File: config.mk
export PLATFORM = sky130hd
export DESIGN_NAME = spi5_master
export DESIGN_NICKNAME = d
export VERILOG_FILES = /design/src/rtl/spi5_pkg.sv /design/src/rtl/spi5_sync.sv /design/src/rtl/spi5_ctrl.sv /design/src/rtl/spi5_shift.sv /design/src/rtl/spi5_master.sv
export SDC_FILE = /design/constraint.sdc
export NUM_CORES = 1
export LEC_CHECK = 0
export BUFFER_PORTS_ARGS = -buffer_cell sky130_fd_sc_hd__buf_2
export CORE_AREA = 2 2 89 91
export DETAILED_ROUTE_END_ITERATION = 7
export DIE_AREA = 0 0 91 93
export PLACE_DENSITY = 0.69
export SETUP_SLACK_MARGIN = 0.4
export SYNTH_ARGS = -nofsm -noshare
export SYNTH_HDL_FRONTEND = slang
export SYNTH_SLANG_ARGS = --single-unit
File: constraint.sdc
create_clock -name clk -period 6.7 [get_ports clk]
set_input_delay 2.01 -clock clk [delete_from_list [all_inputs] [get_ports clk]]
set_output_delay 2.01 -clock clk [all_outputs]
set_load 0.05 [all_outputs]
File: src/rtl/spi5_pkg.sv
package spi5_pkg;

    localparam int WORD_W_DEF      = 8;
    localparam int DIV_W_DEF       = 8;
    localparam int DLY_W_DEF       = 5;
    localparam int SYNC_STAGES_DEF = 2;

    typedef enum logic [2:0] {
        ST_IDLE,
        ST_SETUP,
        ST_SHIFT,
        ST_TAIL,
        ST_HELD
    } ctrl_st_t;

    typedef struct packed {
        logic cpol;
        logic cpha;
        logic hold;
    } mode_t;

    // System clocks from select assertion to the first clock transition.
    function automatic int lead_gap(int half, int c2t, logic cpha);
        return 2 + c2t + (cpha ? half : 0);
    endfunction

    // System clocks from the last clock transition to select release.
    function automatic int trail_gap(int half, int t2c, logic cpha);
        return 1 + t2c + (cpha ? 0 : half);
    endfunction

    // Transition n (1-based) is one where the output data moves.
    function automatic logic is_out_edge(int n, logic cpha);
        return ((n % 2) == 1) == cpha;
    endfunction

endpackage

File: src/rtl/spi5_sync.sv
module spi5_sync #(
    parameter int  STAGES  = spi5_pkg::SYNC_STAGES_DEF,
    parameter logic RST_VAL = 1'b1
) (
    input  logic clk,
    input  logic rst,
    input  logic din,
    output logic dout
);
    logic [STAGES-1:0] chain;

    generate
        for (genvar i = 0; i < STAGES; i++) begin : g_stage
            always_ff @(posedge clk) begin
                if (rst) begin
                    chain[i] <= RST_VAL;
                end else if (i == 0) begin
                    chain[i] <= din;
                end else begin
                    chain[i] <= chain[(i == 0) ? 0 : i-1];
                end
            end
        end
    endgenerate

    assign dout = chain[STAGES-1];
endmodule

File: src/rtl/spi5_ctrl.sv
module spi5_ctrl
    import spi5_pkg::*;
#(
    parameter int WORD_W = WORD_W_DEF,
    parameter int DIV_W  = DIV_W_DEF,
    parameter int DLY_W  = DLY_W_DEF,
    localparam int EDGES = 2 * WORD_W,
    localparam int EW    = $clog2(EDGES) + 1
) (
    input  logic             clk,
    input  logic             rst,
    input  logic             cfg_cpol,
    input  logic             cfg_cpha,
    input  logic             cfg_hold,
    input  logic [DIV_W-1:0] cfg_div,
    input  logic [DLY_W-1:0] cfg_c2t,
    input  logic [DLY_W-1:0] cfg_t2c,
    input  logic             ld_valid,
    input  logic             rdy_ok,
    output logic             busy,
    output logic             done,
    output logic             ss_n,
    output logic             sclk,
    output logic             start,
    output logic             edge_stb,
    output logic [EW-1:0]    edge_num,
    output logic             cpha_q
);
    localparam int MAXW  = (DIV_W > DLY_W + 1) ? DIV_W : DLY_W + 1;
    localparam int CNT_W = MAXW + 1;

    ctrl_st_t           st;
    logic [CNT_W-1:0]   cnt;
    logic [EW-1:0]      ec;
    mode_t              mode_q;
    logic [DIV_W-2:0]   half_q;
    logic [DLY_W-1:0]   t2c_q;
    logic [DIV_W-2:0]   half_in;
    logic               accept;
    logic               cnt_zero;
    logic [CNT_W-1:0]   lead_cnt;
    logic [CNT_W-1:0]   trail_cnt;
    logic [CNT_W-1:0]   half_cnt;

    // A divider below 2 behaves as 2.
    assign half_in  = (cfg_div[DIV_W-1:1] == '0) ? (DIV_W-1)'(1) : cfg_div[DIV_W-1:1];
    assign accept   = ld_valid && ((st == ST_IDLE) || (st == ST_HELD));
    assign cnt_zero = (cnt == '0);

    assign lead_cnt  = CNT_W'(lead_gap(int'(half_in), int'(cfg_c2t), cfg_cpha) - 1);
    assign trail_cnt = CNT_W'(trail_gap(int'(half_q), int'(t2c_q), mode_q.cpha) - 1);
    assign half_cnt  = CNT_W'(half_q) - CNT_W'(1);

    assign edge_stb = cnt_zero && (((st == ST_SETUP) && rdy_ok) || (st == ST_SHIFT));
    assign edge_num = (st == ST_SETUP) ? EW'(1) : ec + EW'(1);
    assign busy     = (st == ST_SETUP) || (st == ST_SHIFT) || (st == ST_TAIL);
    assign start    = accept;
    assign cpha_q   = mode_q.cpha;

    always_ff @(posedge clk) begin
        if (rst) begin
            st     <= ST_IDLE;
            cnt    <= '0;
            ec     <= '0;
            mode_q <= '0;
            half_q <= (DIV_W-1)'(1);
            t2c_q  <= '0;
            ss_n   <= 1'b1;
            sclk   <= cfg_cpol;
            done   <= 1'b0;
        end else begin
            done <= 1'b0;
            unique case (st)
                ST_IDLE: begin
                    sclk <= cfg_cpol;
                    ss_n <= 1'b1;
                end
                ST_SETUP: begin
                    if (!cnt_zero) begin
                        cnt <= cnt - CNT_W'(1);
                    end else if (rdy_ok) begin
                        sclk <= ~sclk;
                        ec   <= EW'(1);
                        cnt  <= half_cnt;
                        st   <= ST_SHIFT;
                    end
                end
                ST_SHIFT: begin
                    if (!cnt_zero) begin
                        cnt <= cnt - CNT_W'(1);
                    end else begin
                        sclk <= ~sclk;
                        ec   <= ec + EW'(1);
                        if (ec == EW'(EDGES - 1)) begin
                            st  <= ST_TAIL;
                            cnt <= trail_cnt;
                        end else begin
                            cnt <= half_cnt;
                        end
                    end
                end
                ST_TAIL: begin
                    if (!cnt_zero) begin
                        cnt <= cnt - CNT_W'(1);
                    end else begin
                        done <= 1'b1;
                        if (mode_q.hold) begin
                            st <= ST_HELD;
                        end else begin
                            ss_n <= 1'b1;
                            st   <= ST_IDLE;
                        end
                    end
                end
                ST_HELD: begin
                    sclk <= mode_q.cpol;
                    if (!cfg_hold) begin
                        ss_n <= 1'b1;
                        st   <= ST_IDLE;
                    end
                end
                default: st <= ST_IDLE;
            endcase

            if (accept) begin
                mode_q <= '{cpol: cfg_cpol, cpha: cfg_cpha, hold: cfg_hold};
                half_q <= half_in;
                t2c_q  <= cfg_t2c;
                cnt    <= lead_cnt;
                ss_n   <= 1'b0;
                st     <= ST_SETUP;
            end
        end
    end
endmodule

File: src/rtl/spi5_shift.sv
module spi5_shift
    import spi5_pkg::*;
#(
    parameter int WORD_W = WORD_W_DEF,
    localparam int EDGES = 2 * WORD_W,
    localparam int EW    = $clog2(EDGES) + 1
) (
    input  logic              clk,
    input  logic              rst,
    input  logic              start,
    input  logic [WORD_W-1:0] tx_word,
    input  logic              edge_stb,
    input  logic [EW-1:0]     edge_num,
    input  logic              cpha,
    input  logic              miso,
    output logic              mosi,
    output logic [WORD_W-1:0] rx_word
);
    logic [WORD_W-1:0] tx;
    logic              out_edge;
    logic              moves;

    assign out_edge = is_out_edge(int'(edge_num), cpha);
    // The first bit is presented before transition 1 (phase 0) or on it
    // (phase 1), and the last transition never advances the word.
    assign moves    = out_edge && (edge_num > EW'(1)) && (edge_num < EW'(EDGES));

    always_ff @(posedge clk) begin
        if (rst) begin
            tx      <= '0;
            rx_word <= '0;
        end else if (start) begin
            tx <= tx_word;
        end else if (edge_stb) begin
            if (moves) begin
                tx <= {tx[WORD_W-2:0], 1'b0};
            end
            if (!out_edge) begin
                rx_word <= {rx_word[WORD_W-2:0], miso};
            end
        end
    end

    assign mosi = tx[WORD_W-1];
endmodule

File: src/rtl/spi5_master.sv
module spi5_master
    import spi5_pkg::*;
#(
    parameter int WORD_W      = WORD_W_DEF,
    parameter int DIV_W       = DIV_W_DEF,
    parameter int DLY_W       = DLY_W_DEF,
    parameter int SYNC_STAGES = SYNC_STAGES_DEF
) (
    input  logic              clk,
    input  logic              rst,
    input  logic              cfg_cpol,
    input  logic              cfg_cpha,
    input  logic              cfg_hold,
    input  logic [DIV_W-1:0]  cfg_div,
    input  logic [DLY_W-1:0]  cfg_c2t,
    input  logic [DLY_W-1:0]  cfg_t2c,
    input  logic              ld_valid,
    input  logic [WORD_W-1:0] ld_data,
    output logic              busy,
    output logic              done,
    output logic [WORD_W-1:0] rx_data,
    output logic              ss_n,
    output logic              sclk,
    output logic              mosi,
    input  logic              miso,
    input  logic              rdy_n
);
    localparam int EW = $clog2(2 * WORD_W) + 1;

    logic          rdy_n_s;
    logic          rdy_ok;
    logic          start;
    logic          edge_stb;
    logic [EW-1:0] edge_num;
    logic          cpha_q;

    spi5_sync #(.STAGES(SYNC_STAGES), .RST_VAL(1'b1)) u_sync (
        .clk  (clk),
        .rst  (rst),
        .din  (rdy_n),
        .dout (rdy_n_s)
    );

    assign rdy_ok = ~rdy_n_s;

    spi5_ctrl #(.WORD_W(WORD_W), .DIV_W(DIV_W), .DLY_W(DLY_W)) u_ctrl (
        .clk      (clk),
        .rst      (rst),
        .cfg_cpol (cfg_cpol),
        .cfg_cpha (cfg_cpha),
        .cfg_hold (cfg_hold),
        .cfg_div  (cfg_div),
        .cfg_c2t  (cfg_c2t),
        .cfg_t2c  (cfg_t2c),
        .ld_valid (ld_valid),
        .rdy_ok   (rdy_ok),
        .busy     (busy),
        .done     (done),
        .ss_n     (ss_n),
        .sclk     (sclk),
        .start    (start),
        .edge_stb (edge_stb),
        .edge_num (edge_num),
        .cpha_q   (cpha_q)
    );

    spi5_shift #(.WORD_W(WORD_W)) u_shift (
        .clk      (clk),
        .rst      (rst),
        .start    (start),
        .tx_word  (ld_data),
        .edge_stb (edge_stb),
        .edge_num (edge_num),
        .cpha     (cpha_q),
        .miso     (miso),
        .mosi     (mosi),
        .rx_word  (rx_data)
    );
endmodule

======== Word-level counts from Yosys, hierarchy flattened ========
Cells that the tools add are included.
storage, ports and cells
  bits in registers ....................... 53
  bits in latches ......................... 0
  RAM bits ................................ 0
  bits in read-only memories .............. 0
  input port bits ......................... 34
  word-level logic and storage cells ...... 124
  memories ................................ 0
cells by class
  add/sub/neg operators ................... 9
  multipliers ............................. 0
  divide/modulo/power cells ............... 0
  order comparisons ....................... 2
  equal/unequal tests ..................... 25
  shift-type cells ........................ 0
  multiplexer cells ....................... 38
  bitwise gates (word level) .............. 6
  reductions and logical operators ........ 28
operators with widths
  operator                                                                 number
  9-bit two-way mux                                                        6
  9-bit one-hot mux with 3 select lines                                    1
  8-bit two-way mux                                                        3
  3-bit two-way mux                                                        7
  7-bit two-way mux                                                        3
  5-bit two-way mux                                                        4
  9-bit adder                                                              2
  3-bit inequality test, second input constant                             6
  9-bit by 2-bit subtractor with 9-bit output, second input constant       2
  3-bit by 2-bit inequality test with 1-bit output, second input constant  5
  3-bit one-hot mux with 5 select lines                                    1
  7-bit AND reduction                                                      2
  4-bit AND reduction                                                      3
  1-bit two-way mux                                                        10
  5-bit one-hot mux with 2 select lines                                    1
  9-bit logical NOT                                                        1
  9-bit by 1-bit subtractor with 9-bit output, second input constant       1
  2-bit inequality test, second input constant                             4
  4-bit nonzero test                                                       2
  7-bit by 1-bit subtractor with 8-bit output, second input constant       1
  7-bit logical NOT                                                        1
  1-bit by 5-bit adder with 6-bit output, first input constant             1
  2-bit by 5-bit adder with 6-bit output, first input constant             1
  3-bit by 2-bit equality test with 1-bit output, second input constant    2
  other kinds (20)                                                         38

======== Depth between registers and ports, before layout ========
Gate-level depths: netlist of run 1.
  depth in word-level cells ............... 8
  gate-level depth with buffers ........... 13

======== Cells and area by module ========
Synthesis of run 1 repeated with hierarchy kept, for this count alone.
unflattened totals
  cells, all modules ...................... 446
  area, all modules ....................... 3432.0 µm²
by module, submodules not included
  module       instances  cells each  area an instance (µm²)  sequential area each (µm²)
  spi5_ctrl    1          354         2621.3                  710.7
  spi5_shift   1          87          754.5                   320.3
  spi5_sync    1          4           52.6                    40.0
  spi5_master  1          1           3.8                     0.0

======== Worst setup path before layout of run 1 ========
Ideal clock, no wire load.
  kind .................................... input -> register
  from .................................... in cfg_div[3]
  to ...................................... reg u_ctrl.cnt[5]
  arrival ................................. 4.044 ns
  required time ........................... 6.597 ns
  path slack .............................. 2.552 ns
  stages .................................. 11
  cell sequence ........................... or4_1 -> nor3_1 -> o21ai_0 -> ha_1 -> inv_1 -> ha_1 -> fa_1 -> a21o_1 -> a21oi_1 -> xor2_1 -> a2111oi_2
on the way
  longest elaborated chain between the ends .. 6
RTL lines
  what                                             RTL line           RTL
  from (decl)                                      spi5_master.sv:14  input logic [DIV_W-1:0] cfg_div,
  7-bit logical NOT                                spi5_ctrl.sv:46    assign half_in = (cfg_div[DIV_W-1:1] == '0) ? (DIV_W-1)'(1) : cfg_div[DIV_W-1:1];
  7-bit two-way mux (*)                            spi5_ctrl.sv:46
  7-bit two-way mux (*)                            spi5_pkg.sv:24     return 2 + c2t + (cpha ? half : 0);
  9-bit adder (*)                                  spi5_pkg.sv:24
  9-bit by 2-bit subtractor with 9-bit output (*)  spi5_ctrl.sv:50    assign lead_cnt = CNT_W'(lead_gap(int'(half_in), int'(cfg_c2t), cfg_cpha) - 1);
  9-bit two-way mux (*)                            spi5_ctrl.sv:125   if (accept) begin
  to (signal assigned)                             spi5_ctrl.sv:80    cnt <= cnt - CNT_W'(1);
  to (signal assigned)                             spi5_ctrl.sv:84    cnt <= half_cnt;
  to (signal assigned)                             spi5_ctrl.sv:129   cnt <= lead_cnt;
  to (decl)                                        spi5_ctrl.sv:33    logic [CNT_W-1:0] cnt;
Mark *: on every way between the ends. The rest lies on a longest branch, timed or not.
A chain may end at the register's enable or synchronous reset.

======== Worst setup path in the final report of run 1 ========
  from .................................... in cfg_div[3]
  to ...................................... reg u_ctrl.cnt[7]
The elaborated chain is that of the path after synthesis.

==> impl_metrics.env, run 1 <==
export IMPL_async_flop_share_pct=0
export IMPL_hold_path_end="u_sync.dout"
export IMPL_fin_setup_tns_ns=0
export IMPL_clk_latency_ns=0.31
export IMPL_worst_endpoint_required_ns=6.92
export IMPL_p_leak_nw=1.68
export IMPL_multi_input_area_um2=2350
export IMPL_synth_top_area_cell="dfxtp_1"
export IMPL_r2r_start="u_ctrl.t2c_q[0]"
export IMPL_r2r_setup_slack_ns=3.80
export IMPL_firstDrtPassIters=4
export IMPL_setup_violations=0
export IMPL_finalCritPeriodShare_pct=63.7
export IMPL_core_area_um2=7530
export IMPL_cp_start_kind="input port"
export IMPL_place_inst=582
export IMPL_cts_tree="done"
export IMPL_status="complete, no violations"
export IMPL_r2r_worst_path_cells=12
export IMPL_drt_total_wl_um=8300
export IMPL_fmax_mhz=234
export IMPL_finClkSkew_ns=0.00926
export IMPL_wl_met3_um=342
export IMPL_synthCells=459
export IMPL_dp_hpwl_um=6200
export IMPL_grt_max_degree=55
export IMPL_slew_viol_final=0
export IMPL_ir_drop_v=0.000103
export IMPL_ys_seq_elements=53
export IMPL_wl_met2_um=4000
export IMPL_hold_path_class="flip-flop to flip-flop"
export IMPL_min_path_cells=1
export IMPL_crit_type="input port to flip-flop"
export IMPL_grt_pass1_vias=3023
export IMPL_total_power_uw=872
export IMPL_clk_pin_slew_ns=0.10
export IMPL_wl_per_cell_um=14.1
export IMPL_crit_start="cfg_div[3]"
export IMPL_cts_inserted_buffers=5
export IMPL_worstMarginPinSlew_ns=0.990
export IMPL_slew_headroom_pct=34.0
export IMPL_cap_violations=0
export IMPL_hold_viol=0
export IMPL_drive_gt1_share_pct=14.3
export IMPL_max_clock_path_buffers=2
export IMPL_grt_pass1_wl_um=13900
export IMPL_post_cts_buffers=0
export IMPL_vias=3303
export IMPL_synth_warnings=0
export IMPL_die_w_um=91
export IMPL_antenna_found_initial=0
export IMPL_drtIter0Drc=211
export IMPL_p_per_area_nw_per_um2=217
export IMPL_rr_endpoint="u_ctrl.cnt[5]"
export IMPL_nets=556
export IMPL_cts_sinks=53
export IMPL_wl_met1_um=3900
export IMPL_crit_path_max_fanout=3
export IMPL_areaGrowthSynthToFinish_pct=9.40
export IMPL_final_cell_count_no_fill=590
export IMPL_final_cell_mix="nand2_1 (59), dfxtp_1 (52), buf_2 (45), a21oi_1 (41), ha_1 (33)"
export IMPL_seq_area_frac_synth_pct=29.2
export IMPL_post_route_util_pct=53.4
export IMPL_drtAntennaViolNets=0
export IMPL_synth_top_cell_area_share_pct=28.3
export IMPL_drc=0
export IMPL_arrival_ns=4.49
export IMPL_h_tree_depth=2
export IMPL_start_util_pct=48.8
export IMPL_num_fill_cells=773
export IMPL_worstHoldStart="u_sync.chain[0]"
export IMPL_fin_crit_ns=4.27
export IMPL_syn_nets=528
export IMPL_cts_hold_buf=0
export IMPL_rsz0062_at_grt="no"
export IMPL_critical_path_endpoint_type="flip-flop"
export IMPL_synthTopCellsByArea="dfxtp_1 (28%), ha_1 (11%), nand2_1 (6.0%), a21oi_1 (5.6%), inv_1 (3.3%)"
export IMPL_gr_total_overflow=0
export IMPL_via_per_inst=5.60
export IMPL_avgSynthCellArea_um2=8.00
export IMPL_synth_edf_count=1
export IMPL_seq_area_um2=1070
export IMPL_ios=47
export IMPL_diodes=0
export IMPL_synth_area_um2=3670
export IMPL_ys_flop_type="dfxtp_1"
export IMPL_root_buffer="clkbuf_8"
export IMPL_synth_distinct_cells=62
export IMPL_rows=32
export IMPL_numPortBuffers=45
export IMPL_grt_usage_pct=19.9
export IMPL_die_area_um2=8460
export IMPL_mostFrequentLayoutCell="nand2_1"
export IMPL_die_y_um=93
export IMPL_gp_congestion=0.853
export IMPL_cts_resized=0
export IMPL_hold_ws_ns=0.422
export IMPL_top_layer_used="met4"
worst max-delay path by stage:
stage                    endpoint  cells past startpoint  slack [ns]
global route        u_ctrl.cnt[7]                     14        2.18
finish              u_ctrl.cnt[7]                     14        2.43
detailed placement  u_ctrl.cnt[7]                     14        2.11
global placement    u_ctrl.cnt[7]                     14        2.15
floorplan           u_ctrl.cnt[5]                     11        2.55
CTS                 u_ctrl.cnt[7]                     14        2.42
synthesized netlist by cell type, types with 3 or more instances:
cell      number
nand3b_1       5
a31oi_1        3
xor2_1        10
dfxtp_1       52
inv_1         32
o211ai_1       3
o21a_1         6
mux2i_1        8
a221oi_1       4
nor3_1        14
o21ai_1        5
a22oi_1        8
a21oi_1       41
or4_1          3
nor4_1         6
nand2b_1       9
clkbuf_1      16
and3_1         6
o21ai_0       15
or2_2          3
a211oi_1       7
a21o_1         5
buf_2          5
nor3b_1        4
nor2_1        32
ha_1          33
xnor2_1       10
nand2_1       59
nand3_1        9
worst max-delay path: stages:
cell	delay, ns
buf_2	0.11
or4_1	0.51
nor3_1	0.22
o21ai_0	0.12
ha_1	0.19
inv_1	0.05
ha_1	0.19
fa_1	0.26
a211oi_1	0.09
o21bai_1	0.17
a21oi_1	0.10
xnor2_1	0.15
o21ai_0	0.09
a211oi_1	0.22
registers in the layout (all words and copies together) (netlist names):
name / count
u_ctrl.cnt: 9
u_shift.rx_word: 8
u_shift.tx: 8
u_ctrl.half_q: 7
u_ctrl.ec: 5
u_ctrl.t2c_q: 5
u_ctrl.st: 3
u_ctrl.mode_q: 2
u_ctrl.cpha_q: 1
u_ctrl.done: 1
u_ctrl.sclk: 1
u_ctrl.ss_n: 1
u_sync.chain: 1
u_sync.dout: 1
cells by family (layout without fill, tap and decap cells):
family          count (synthesis)  count (layout)  share of synthesized area [%]
flops                          53              53                           29.2
buf+inv                        57              86                           6.74
simple gates                  165             165                           23.0
fa+ha+maj                      35              35                           12.3
xor+xnor                       20              20                           4.77
mux                             8               8                           2.18
compound gates                121             121                           21.9
routing by layer:
metal  up-vias  track usage [%]
li1       1686                -
met1      1545             27.2
met4         0             5.18
met2        66             32.9
met5         -                0
met3         6             2.90
per-stage QoR:
stage / area [um^2] / setup slack (ns)
2_1_floorplan: 3670 / 2.55
3_3_place_gp: 3910 / 2.15
3_5_place_dp: 3910 / 2.11
4_1_cts: 4020 / 2.42
5_1_grt: 4020 / 2.18
6_report: 4020 / 2.43
report_power, final:
| part | leakage (nW) | switching, mW | total, mW | internal [mW] |
|---|---|---|---|---|
| Sequential | 0.436 | 0.0295 | 0.366 | 0.337 |
| Combinational | 1.19 | 0.161 | 0.282 | 0.121 |
| Clock | 0.0585 | 0.112 | 0.224 | 0.112 |
cell type report:
class                      count  area share, %
clock inverter                 3           1.09
timing repair buffer          46           5.79
clock buffer                   5           1.71
inverter                      32           2.99
sequential                    53           26.7
multi-input combinational    349           58.6
tap                          102           3.18
No activity file was read; power rests on OpenSTA's default activity.
==> inputs of run 2 (changes only) <==
PLACE_DENSITY = 0.72   (was 0.69)
clock period = 3.53 ns   (was 6.7 ns; I/O delays follow)
==> impl_metrics.env, run 2 (synthesis results as in run 1) <==
export IMPL_status="complete, no violations"
export IMPL_fmax_mhz=328
export IMPL_rows=32
export IMPL_setup_violations=0
export IMPL_finalCritPeriodShare_pct=86.4
export IMPL_hold_path_class="flip-flop to flip-flop"
export IMPL_ir_drop_v=0.000179
export IMPL_fin_crit_ns=3.05
export IMPL_gp_congestion=0.838
export IMPL_final_cell_mix="nand2_1 (59), dfxtp_1 (52), buf_2 (45), a21oi_1 (40), nor2_1 (32)"
export IMPL_cp_start_kind="input port"
export IMPL_drt_total_wl_um=8500
export IMPL_top_register="u_ctrl.cnt"
export IMPL_clk_latency_ns=0.31
export IMPL_firstDrtPassIters=5
export IMPL_cap_violations=0
export IMPL_cp_common_cell="a211oi_1"
export IMPL_core_area_um2=7530
export IMPL_crit_slowest_cell="or4_1"
export IMPL_vias=3362
export IMPL_numPortBuffers=45
export IMPL_root_buffer="clkbuf_8"
export IMPL_path_delay_family="compound AO/OA/AOI/OAI gates"
export IMPL_crit_path_max_fanout=3
export IMPL_h_tree_depth=2
export IMPL_crit_type="input port to flip-flop"
export IMPL_die_area_um2=8460
export IMPL_worstMarginPinSlew_ns=0.742
export IMPL_drc=0
export IMPL_antenna_found_initial=0
export IMPL_fin_setup_tns_ns=0
export IMPL_total_power_mw=1.61
export IMPL_mostFrequentLayoutCell="nand2_1"
export IMPL_hold_viol=0
export IMPL_cts_sinks=53
export IMPL_cts_inserted_buffers=5
export IMPL_power_frac_comb_pct=35.0
export IMPL_power_frac_seq_pct=43.0
export IMPL_p_switching_uw=592
export IMPL_p_per_area_nw_per_um2=399
export IMPL_die_y_um=93
export IMPL_clkPwrFrac_pct=22.0
export IMPL_slew_headroom_pct=50.5
export IMPL_critPathBufInv=2
export IMPL_p_int_mw=1.02
export IMPL_p_leak_nw=1.68
export IMPL_clk_pin_slew_ns=0.10
export IMPL_crit_chain="buf_2 > or4_1 > nor3_2 > o21ai_1 > ha_2 > inv_2 > ha_4 > fa_2 > a211oi_1 > o21bai_1 > a21oi_1 > xnor2_1 > o21ai_0 > a211oi_1"
export IMPL_dp_hpwl_um=6440
export IMPL_drive_gt1_share_pct=15.9
export IMPL_grt_pass1_vias=3163
export IMPL_slew_viol_final=0
export IMPL_sw_frac_of_total_pct=36.7
export IMPL_grt_usage_pct=20.5
export IMPL_max_clock_path_buffers=2
export IMPL_worst_endpoint_required_ns=3.77
export IMPL_cts_tree="done"
export IMPL_wl_per_cell_um=14.3
export IMPL_num_fill_cells=753
export IMPL_grt_pass1_wl_um=14400
export IMPL_largest_reg_flops=9
export IMPL_reg_top3="u_ctrl.cnt: 9 flops, u_shift.rx_word: 8 flops, u_shift.tx: 8 flops"
export IMPL_finClkSkew_ns=0.00790
export IMPL_arrival_ns=3.28
export IMPL_die_w_um=91
export IMPL_start_util_pct=48.8
export IMPL_drtIter0Drc=152
export IMPL_slowest_delay_ns=0.53
export IMPL_gr_total_overflow=0
export IMPL_ios=47
export IMPL_critical_path_endpoint_type="flip-flop"
export IMPL_via_per_inst=5.67
export IMPL_grt_max_degree=32
export IMPL_drtAntennaViolNets=0
export IMPL_areaGrowthSynthToFinish_pct=10.0
export IMPL_rsz0062_at_grt="yes"
export IMPL_diodes=0
export IMPL_nets=559
==> run 2: layer usage <==
layer	GRT usage [%]	routed length (um)	share of wire, %	vias to the layer above
li1	-	-	-	1698
met1	26.9	3900	46	1566
met2	35.1	4210	50	90
met3	2.90	303	3.6	8
met4	6.31	83	0.98	0
met5	0	0	0	-
==> run 2: power groups by stage <==
stage	Combinational [mW]	Sequential [mW]	Clock, mW
finish	0.565	0.694	0.354
global route	0.630	0.700	0.386
CTS	0.556	0.692	0.362
detailed placement	0.550	0.706	0
global placement	0.535	0.705	0
floorplan	0.432	0.699	0
==> run 2: cell type report <==
| type | count | area [um^2] | area share, % |
|---|---|---|---|
| Multi-Input combinational cell | 349 | 2380 | 58.9 |
| Sequential cell | 53 | 1070 | 26.5 |
| Timing Repair Buffer | 49 | 255 | 6.32 |
| Tap cell | 102 | 128 | 3.16 |
| Inverter | 32 | 120 | 2.97 |
| Clock buffer | 6 | 72.6 | 1.80 |
| Clock inverter | 2 | 13.8 | 0.341 |
==> run 2: final timing paths <==
kind / start / endpoint / cells after the start / slack [ns]
setup / recovery: cfg_div[3] / u_ctrl.cnt[7] / 14 / 0.48
setup reg to reg: u_ctrl.t2c_q[0] / u_ctrl.cnt[5] / 12 / 0.54
hold / removal: u_sync.chain[0] / u_sync.dout / 1 / 0.42
hold reg to reg: u_sync.chain[0] / u_sync.dout / 1 / 0.42
==> run 2: per-stage QoR <==
| step | cell area [um^2] | worst slack [ns] | hold slack, ns | std cells | util (%) |
|---|---|---|---|---|---|
| detailed placement | 3940 | 0.118 | 0.398 | 584 | 52.4 |
| global route | 4040 | 0.301 | 0.442 | 593 | 53.7 |
| CTS | 4030 | 0.430 | 0.422 | 592 | 53.5 |
| global placement | 3940 | 0.166 | 0.393 | 584 | 52.4 |
| floorplan | 3700 | 0.410 | 0.389 | 459 | - |
| finish | 4040 | 0.480 | 0.419 | 593 | 53.7 |
==> run 2: what timing repair did <==
action,4_1_cts,5_1_grt
setup buffers,0,1
hold buffers,0,0
gates resized for setup,0,1
endpoints found under the setup margin,0,3
